### src/rtl/trig_out_sel.sv
module trig_out_sel #(
  parameter int SEL_W = 3
) (
  input  logic             clk,
  input  logic             rst_n,
  input  logic [SEL_W-1:0] mode_sel,
  input  logic             sw_upd,
  input  logic             cnt_en_bit,
  input  logic             gate_trig,
  input  logic             gate_mode,
  input  logic             upd_evt,
  input  logic             cc1_set,
  input  logic             oc1_ref,
  input  logic             oc2_ref,
  input  logic             ch1_pin,
  input  logic             ch2_pin,
  input  logic             xor_sel,
  output logic             trig_out,
  output logic             tin1
);

  localparam logic [SEL_W-1:0] M_SWUPD = SEL_W'(0);
  localparam logic [SEL_W-1:0] M_ENA   = SEL_W'(1);
  localparam logic [SEL_W-1:0] M_UPD   = SEL_W'(2);
  localparam logic [SEL_W-1:0] M_PULSE = SEL_W'(3);
  localparam logic [SEL_W-1:0] M_OC1   = SEL_W'(4);
  localparam logic [SEL_W-1:0] M_OC2   = SEL_W'(5);

  logic cnt_en;
  logic trig_nxt;

  assign cnt_en = cnt_en_bit & (gate_trig | ~gate_mode);
  assign tin1   = ch1_pin ^ (xor_sel & ch2_pin);

  always_comb begin
    unique case (mode_sel)
      M_SWUPD: trig_nxt = sw_upd;
      M_ENA:   trig_nxt = cnt_en;
      M_UPD:   trig_nxt = upd_evt;
      M_PULSE: trig_nxt = cc1_set;
      M_OC1:   trig_nxt = oc1_ref;
      M_OC2:   trig_nxt = oc2_ref;
      default: trig_nxt = 1'b0;
    endcase
  end

  always_ff @(posedge clk or negedge rst_n) begin
    if (!rst_n) trig_out <= 1'b0;
    else        trig_out <= trig_nxt;
  end

  // one cycle out of reset: $past values are then real samples
  logic past_ok;
  always_ff @(posedge clk or negedge rst_n) begin
    if (!rst_n) past_ok <= 1'b0;
    else        past_ok <= 1'b1;
  end

  assert_reset_low_R1: assert property (@(posedge clk) !rst_n |=> !trig_out || rst_n);

  assert_swupd_R2: assert property (@(posedge clk) disable iff (!rst_n)
    past_ok && $past(mode_sel) == M_SWUPD |-> trig_out == $past(sw_upd));

  assert_gated_R3: assert property (@(posedge clk) disable iff (!rst_n)
    past_ok && $past(mode_sel) == M_ENA && $past(gate_mode) |->
      trig_out == ($past(cnt_en_bit) && $past(gate_trig)));

  assert_ungated_R4: assert property (@(posedge clk) disable iff (!rst_n)
    past_ok && $past(mode_sel) == M_ENA && !$past(gate_mode) |->
      trig_out == $past(cnt_en_bit));

  assert_update_R5: assert property (@(posedge clk) disable iff (!rst_n)
    past_ok && $past(mode_sel) == M_UPD |-> trig_out == $past(upd_evt));

  assert_pulse_R6: assert property (@(posedge clk) disable iff (!rst_n)
    past_ok && $past(mode_sel) == M_PULSE |-> trig_out == $past(cc1_set));

  assert_oc1_R7: assert property (@(posedge clk) disable iff (!rst_n)
    past_ok && $past(mode_sel) == M_OC1 |-> trig_out == $past(oc1_ref));

  assert_oc2_R8: assert property (@(posedge clk) disable iff (!rst_n)
    past_ok && $past(mode_sel) == M_OC2 |-> trig_out == $past(oc2_ref));

  assert_reserved_R9: assert property (@(posedge clk) disable iff (!rst_n)
    past_ok && $past(mode_sel) > M_OC2 |-> !trig_out);

endmodule

### config.mk
export PLATFORM = sky130hd
export DESIGN_NAME = trig_out_sel
export DESIGN_NICKNAME = d
export VERILOG_FILES = /design/src/rtl/trig_out_sel.sv
export SDC_FILE = /design/constraint.sdc
export NUM_CORES = 1
export LEC_CHECK = 0
export BUFFER_PORTS_ARGS = -buffer_cell sky130_fd_sc_hd__buf_2
export CAP_MARGIN = 10
export CORE_AREA = 2 2 39 41
export CTS_CLUSTER_SIZE = 25
export DETAILED_ROUTE_END_ITERATION = 10
export DIE_AREA = 0 0 41 43
export MAX_ROUTING_LAYER = met4
export PLACE_DENSITY = 0.39
export SLEW_MARGIN = 15
export SYNTH_ARGS = -nofsm -noshare
export SYNTH_HDL_FRONTEND = slang
export SYNTH_SLANG_ARGS = --single-unit
### constraint.sdc
create_clock -name clk -period 0.8 [get_ports clk]
set_input_delay 0.16 -clock clk [delete_from_list [all_inputs] [get_ports clk]]
set_output_delay 0.16 -clock clk [all_outputs]
set_load 0.005 [all_outputs]
* Word level (Yosys, flattened, before mapping)
Cells that the tools add are included.
** Operators by class
- $add $sub $neg :: 0
- Multiply operators :: 0
- Divide/modulo/power cells :: 0
- Magnitude comparators :: 0
- Equality and inequality tests :: 5
- Shifts and indexed selects :: 0
- Muxes and demuxes :: 1
- Bitwise operators :: 5
- Reductions and logical operators :: 1
** Operator list (count)
- equality test 3 x 2 -> 1 bit (second input constant) :: 2
- equality test 3 bit (second input constant) :: 2
- case mux 1 bit (6 select lines) :: 1
- equality test 3 x 1 -> 1 bit (second input constant) :: 1
- logical NOT 3 bit :: 1
- bitwise AND 1 bit :: 2
- inverter 1 bit :: 1
- bitwise OR 1 bit :: 1
- bitwise XOR 1 bit :: 1
** Word-level totals
- Register bits after elaboration :: 1
- Bits in latches :: 0
- Memory bits (writable) :: 0
- ROM bits :: 0
- Input port bits :: 16
- Logic and storage cells :: 13
- Memories :: 0

* Longest topological paths before layout
Gate-level depths: netlist of the first run.
- Depth in word-level cells :: 4
- Gate-level depth with buffers :: 3

* Worst setup path after synthesis of the first run
Ideal clock, no wire load.
- Path type :: input to register
- Start :: input mode_sel[0]
- End :: register trig_out
- Arrival time :: 530 ps
- Data required time :: 680 ps
- Path slack :: 150 ps
- Cell stages on the path :: 3
- Cell sequence :: mux2i_1 > o21ai_1 > and3_1
** On the way
- Longest elaborated chain between the ends :: 2
- Elaborated cells between the ends (all ways) :: 7
- Classes of those cells :: eq/ne (5); mux (1); reduce/logical (1)
** Ends and longest elaborated chain
- from (decl) :: line 6 : input logic [SEL_W-1:0] mode_sel,
- equality test 3 bit (tied with other cells) :: line 36 : unique case (mode_sel)
- case mux 1 bit (6 select lines) * :: line 36
- net trig_nxt :: line 30 : logic trig_nxt;
- to (signal assigned) :: line 49 : else trig_out <= trig_nxt;
- to (decl) :: line 18 : output logic trig_out,
The timed path passes the listed nets; every way through them passes the cells marked *.

* Worst setup path after layout of the first run
Same ends and word-level chain as after synthesis.

==> impl_metrics.yaml, run 1 <==
timing:
  period_share_pct: 97.4
  rsz0062_at_grt: "true"
  max_clock_freq_mhz: 1280
  slew_headroom_pct: 91.7
  worst_pin_slew_ns: 0.121
  drv_slew: 0
  finalSetupTns_ns: 0
  timing.final.hold_violations: 0
  finalCriticalPeriod_ns: 0.779
  finalSetupViolations: 0
setup_path:
  cp_slowest_cell: "and3_1"
  crit_path_max_fanout: 4
  criticalPathCategory: "in2reg"
  slowest_delay_ns: 0.18
  cp-start-kind: "input pin"
  cp_data_required_time_ns: 0.68
  endpoint_kind: "flop"
  path_cells: "buf_8 > mux2i_1 > o21ai_1 > and3_1"
  cp.arrival_ns: 0.66
die:
  initial_core_util_pct: 7.14
  coreArea_um2: 1380
  die_area_um2: 1760
  die_x_um: 41
  ioPinCount: 18
  core.rowCount: 14
  die_h_um: 43
global_route:
  grt_pass1_wl_um: 386
  grt_pass1_vias: 120
  track_usage_pct: 3.07
  grt_antenna_before_repair: 0
  grt_max_degree: 5
  overflow: 0
synthesis:
  synthArstFlopShare_pct: 100
  ys.flop_type: "dfrtp_1"
  synth_fa_ha_area_share_pct: 0
  yosysSeqAreaShare_pct: 25.3
  syn_area_um2: 98.8
  synthTopCellsByArea: "dfrtp_1 25%, mux2i_1 20%, nand2_1 11%"
  post-synth-top-count-cell: "nand2_1"
  synth_nets: 29
  synthMuxAreaShare_pct: 20.3
  synth_compound_area_share_pct: 13.9
  synth_xor_area_share_pct: 8.86
  post-synth-top-area-cell: "dfrtp_1"
  synthSimpleGateAreaFrac_pct: 27.8
  syn_inst: 13
  ys_types: 10
  synth_top_family_by_area: "simple AND/OR/NAND/NOR gates"
  ys_ff_latch: 1
  yosys.area.top_type_share_pct: 25.3
  synth_edf_count: 0
  avgSynthCellArea_um2: 7.60
  synth.top_cells.by_count: "3 x nand2_1, 2 x mux2i_1"
  ys_warn_count: 0
layout:
  drive_above_1_share_pct: 58.1
  top_register: "trig_out"
  filler_cell_count: 156
  area_growth_syn_to_layout_pct: 129
  regArea_um2: 25.0
  top_regs: "trig_out (1)"
  nets: 49
  diodes: 0
  multi_input_area_um2: 72.6
  design_area_um2: 226
  instances_no_fill: 47
  largest_reg_flops: 1
detailed_routing:
  route.detailed.drc: 0
  routed_wl_um: 307
  vias: 159
  ant_nets: 0
  via_per_inst: 3.38
  routedWlPerCell_um: 6.53
  dr.first_iter.drc_count: 0
  drt_pass1_iterations: 1
placed_design:
  place_inst: 46
  placed_area_um2: 204
  gp_congestion: 0.480
  port_buffers: 17
  hpwl_um: 291
power_and_ir_drop:
  p_switching_mw: 0.0309
  irDropWorstVdd_mv: 0.103
  leakagePower_nw: 0.124
  p_clk_share_pct: 0
  switching_share_pct: 21.3
  seqPwrFrac_pct: 39.5
  intPower_mw: 0.114
  cellPowerDensity_nw_per_um2: 641
  p_comb_share_pct: 60.5
clock_network:
  post_cts_buffers: 0
  clkTransAtPathRegs_ns: 0
flow_run:
  max_cap_violations: 0
min_path:
  hold_class: "in2async"
run_status:
  outcome: "finished clean"
critical path, delay by kind of cell:
kind | cells | cell delay (ns)
buf+inv | 1 | 0.08
compound gates | 1 | 0.07
simple gates | 1 | 0.18
mux | 1 | 0.17
cells by family after synthesis:
group                     after synthesis
DFF                                     1
muxes                                   2
buffers and inverters                   1
and+or+nand+nor                         6
xor gates and xnor gates                1
AOI/OAI and AO/OA                       2
placed cells by master (no fill, tap or decap), drive strengths merged:
cell,n
dlygate4sd3,1
and3,1
o21ai,1
buf,17
nand2,3
nor2,1
o221ai,1
dfrtp,1
inv,1
nor2b,1
mux2i,2
xnor2,1
how the worst max path moves through the flow:
stage / start / endpoint / slack [ns] / depth (start not counted)
floorplan: mode_sel[0] / trig_out / 0.15 / 3
global placement: mode_sel[0] / trig_out / -0.04 / 4
detailed placement: mode_sel[0] / trig_out / -0.05 / 4
CTS: gate_trig / trig_out / 0.002 / 4
global route: gate_mode / trig_out / -0.04 / 4
finish: mode_sel[0] / trig_out / 0.02 / 4
power groups by stage:
stage | Clock, mW | Combinational (mW) | Sequential [mW]
after CTS | 0 | 0.0860 | 0.0573
after detailed placement | 0 | 0.0790 | 0.0573
final | 0 | 0.0878 | 0.0573
after floorplan | 0 | 0.0257 | 0.0587
after global routing | 0 | 0.100 | 0.0583
after global placement | 0 | 0.0795 | 0.0575
cell type report:
class	instances	area share [%]
sequential	1	11.0
tap	16	8.84
timing repair buffer	18	46.4
inverter	1	1.66
multi-input combinational	11	32.0
routing by layer:
layer / global-route usage [%] / vias up / wire, um
li1: - / 81 / -
met1: 2.53 / 68 / 93
met2: 6.88 / 10 / 169
met3: 0 / 0 / 43
met4: 0 / 0 / 0
met5: - / - / 0
through the flow:
stage               total power [mW]  hold slack, ns  worst slack [ns]  util, %
detailed placement             0.136         -0.0649           -0.0489     14.7
CTS                            0.143           0.473           0.00153     15.9
global placement               0.137         -0.0647           -0.0432     14.7
global route                   0.159           0.488           -0.0411     16.4
finish                         0.145           0.468            0.0209     16.4
floorplan                     0.0844          -0.136             0.150        -
repair_timing:
action	CTS	global route
hold buffers	1	0
pin swaps	0	0
resized for setup	2	2
setup endpoints to repair	1	1
hold endpoints to repair	1	0
cloned	0	0
Power figures use the tool's default switching activity.
==> inputs of run 2 (changes only) <==
Clock period 0.8 ns to 0.9 ns, I/O delays scaled along.
==> impl_metrics.yaml, run 2 (synthesis gave the netlist of run 1 again) <==
timing:
  drv_slew: 0
  hold_ws_ns: 0.492
  period_share_pct: 92.2
  worst_pin_slew_ns: 0.140
  finalSetupTns_ns: 0
  timing.final.hold_violations: 0
  finalSetupViolations: 0
  slew_headroom_pct: 90.5
  max_clock_freq_mhz: 1200
  finalCriticalPeriod_ns: 0.830
  rsz0062_at_grt: "false"
detailed_routing:
  via_per_inst: 3.36
  route.detailed.drc: 0
  vias: 158
  ant_nets: 0
  routedWlPerCell_um: 6.62
  drt_pass1_iterations: 1
  routed_wl_um: 311
  dr.first_iter.drc_count: 0
layout:
  instances_no_fill: 47
  design_area_um2: 224
  area_growth_syn_to_layout_pct: 127
  layout_common_cells: "16 x buf_2, 3 x nand2_1"
  nets: 49
  layout_commonest_cell: "buf_2"
  drive_above_1_share_pct: 58.1
  diodes: 0
  largest_reg_flops: 1
  top_register: "trig_out"
  top_regs: "trig_out (1)"
flow_run:
  max_cap_violations: 0
placed_design:
  place_inst: 46
  placed_area_um2: 204
  gp_congestion: 0.480
  port_buffers: 17
setup_path:
  cp-start-kind: "input pin"
  cp_data_required_time_ns: 0.78
  crit_path_max_fanout: 4
  endpoint_kind: "flop"
  criticalPathCategory: "in2reg"
  cp.arrival_ns: 0.71
die:
  die_x_um: 41
  die_area_um2: 1760
  die_h_um: 43
  core.rowCount: 14
  initial_core_util_pct: 7.14
  coreArea_um2: 1380
  ioPinCount: 18
power_and_ir_drop:
  cellPowerDensity_nw_per_um2: 577
  leakagePower_nw: 0.120
  totalPowerFinal_mw: 0.129
  irDropWorstVdd_mv: 0.0914
run_status:
  outcome: "finished clean"
clock_network:
  clkTransAtPathRegs_ns: 0
  post_cts_buffers: 0
global_route:
  grt_max_degree: 5
  grt_pass1_wl_um: 393
  grt_antenna_before_repair: 0
  grt_pass1_vias: 126
  track_usage_pct: 3.07
  overflow: 0
min_path:
  hold_class: "in2async"
run 2: layer usage:
metal	vias to the layer above	global-route usage (%)	share of wire, %
met4	0	0	0
li1	81	-	-
met5	-	-	0
met3	0	0	15
met2	10	7.19	55
met1	67	2.22	30
run 2: layout make-up:
cell class | count | area, um^2
Timing Repair Buffer | 18 | 101
Sequential cell | 1 | 25.0
Tap cell | 16 | 20.0
Fill cell | 156 | 1160
Inverter | 1 | 3.75
Multi-Input combinational cell | 11 | 73.8
run 2: how the worst max path moves through the flow:
stage                      startpoint        to  cells after the start
after floorplan           mode_sel[0]  trig_out                      3
after global placement    mode_sel[0]  trig_out                      4
after detailed placement  mode_sel[0]  trig_out                      4
after CTS                 mode_sel[0]  trig_out                      4
after global routing      mode_sel[1]  trig_out                      4
final                     mode_sel[0]  trig_out                      4
run 2: repair_timing:
| item | CTS | global route |
|---|---|---|
| endpoints found under the hold margin | 1 | 0 |
| hold buffers | 1 | 0 |
| setup endpoints to repair | 0 | 1 |
| resized for setup | 0 | 4 |
run 2: report_power, final:
group,internal [mW],switching [mW]
Clock,0,0
Sequential,0.0503,0.000858
Combinational,0.0507,0.0275
run 2: through the flow:
stage / worst slack [ns] / util [%]
CTS: 0.0109 / 15.5
finish: 0.0698 / 16.2
global placement: 0.0275 / 14.7
detailed placement: 0.0113 / 14.7
floorplan: 0.230 / -
global route: 0.00618 / 16.2
run 2: worst max-delay path, cell delays in order:
cell and delay (ns):
buf_6 0.09, mux2i_2 0.20, o21ai_1 0.07, and3_1 0.17
==> inputs of run 3 (changes only) <==
Settings changed: PLACE_DENSITY 0.39 to unset.
Clock period 0.9 ns to 1 ns, I/O delays scaled along.
==> impl_metrics.yaml, run 3 (synthesis gave the netlist of run 1 again) <==
global_route:
  grt_max_degree: 5
  grt_pass1_vias: 109
  grt_pass1_wl_um: 303
  grt_antenna_before_repair: 0
  overflow: 0
  track_usage_pct: 2.35
layout:
  multi_input_area_um2: 70.1
  top_regs: "trig_out (1)"
  layout_common_cells: "17 x buf_2, 3 x nand2_1, 2 x mux2i_1"
  regArea_um2: 25.0
  filler_cell_count: 152
  instances_no_fill: 47
  area_growth_syn_to_layout_pct: 116
  top_register: "trig_out"
  layout_commonest_cell: "buf_2"
  nets: 49
  largest_reg_flops: 1
  diodes: 0
  drive_above_1_share_pct: 54.8
setup_path:
  cp-start-kind: "input pin"
  criticalPathCategory: "in2reg"
  crit_path_max_fanout: 4
  cp.arrival_ns: 0.75
  cp_data_required_time_ns: 0.88
  endpoint_kind: "flop"
clock_network:
  postCtsResizedCells: 0
  post_cts_buffers: 0
  clkTransAtPathRegs_ns: 0
timing:
  max_clock_freq_mhz: 1150
  finalSetupViolations: 0
  timing.final.hold_violations: 0
  rsz0062_at_grt: "false"
  drv_slew: 0
  slew_headroom_pct: 91.4
  fin_ws_ns: 0.130
  finalSetupTns_ns: 0
  period_share_pct: 87.0
  worst_pin_slew_ns: 0.125
  finalCriticalPeriod_ns: 0.870
detailed_routing:
  via_per_inst: 3.21
  ant_nets: 0
  route.detailed.drc: 0
  drt_pass1_iterations: 2
  routed_wl_um: 280
  dr.first_iter.drc_count: 1
  routedWlPerCell_um: 5.96
  vias: 151
die:
  ioPinCount: 18
  die_area_um2: 1760
  core.rowCount: 14
  initial_core_util_pct: 7.14
  die_h_um: 43
  coreArea_um2: 1380
  die_x_um: 41
power_and_ir_drop:
  irDropWorstVdd_mv: 0.0999
  cellPowerDensity_nw_per_um2: 516
  totalPowerFinal_mw: 0.110
  leakagePower_nw: 0.120
placed_design:
  dp_slack_ns: 0.116
  port_buffers: 17
  gp_congestion: 0.416
  place_inst: 46
min_path:
  hold_class: "in2async"
flow_run:
  max_cap_violations: 0
run_status:
  outcome: "finished clean"
-- run 3: metrics by stage --
stage / hold slack (ns) / area, um^2 / utilization (%)
after floorplan: -0.0956 / 98.8 / -
after global placement: -0.0256 / 204 / 14.7
after detailed placement: -0.0236 / 204 / 14.7
after CTS: 0.512 / 214 / 15.5
after global routing: 0.556 / 214 / 15.5
final: 0.511 / 214 / 15.5
-- run 3: final timing paths --
kind,startpoint,end,slack [ns],cells after the start
worst min-delay path,rst_n,trig_out,0.51,2
max in group asynchronous,rst_n,trig_out,0.40,2
worst max-delay path,mode_sel[0],trig_out,0.13,4
min in group clk,mode_sel[1],trig_out,0.53,3
-- run 3: final cells by class --
| cell class | count | share of cell area, % |
|---|---|---|
| multi-input combinational | 11 | 32.7 |
| inverter | 1 | 1.75 |
| sequential | 1 | 11.7 |
| timing repair buffer | 18 | 44.4 |
| tap | 16 | 9.36 |
-- run 3: power breakdown --
group	switching, mW	leakage, nW	internal (mW)
Clock	0	0	0
Combinational	0.0229	0.108	0.0414
Sequential	0.000760	0.0122	0.0453
-- run 3: worst max-delay path, cell delays in order --
cell,delay (ns)
buf_2,0.12
mux2i_1,0.19
o21ai_1,0.07
and3_1,0.17
-- run 3: layer usage --
metal,GRT usage [%],part of all wire (%),vias up
li1,-,-,82
met1,1.58,39,53
met2,5.63,36,16
met3,0,25,0
met4,0,0,0
met5,-,0,-
-- run 3: timing repair --
action | in CTS | in global routing
hold buffers | 1 | 0
hold endpoints to repair | 1 | 0
setup endpoints to repair | 0 | 0
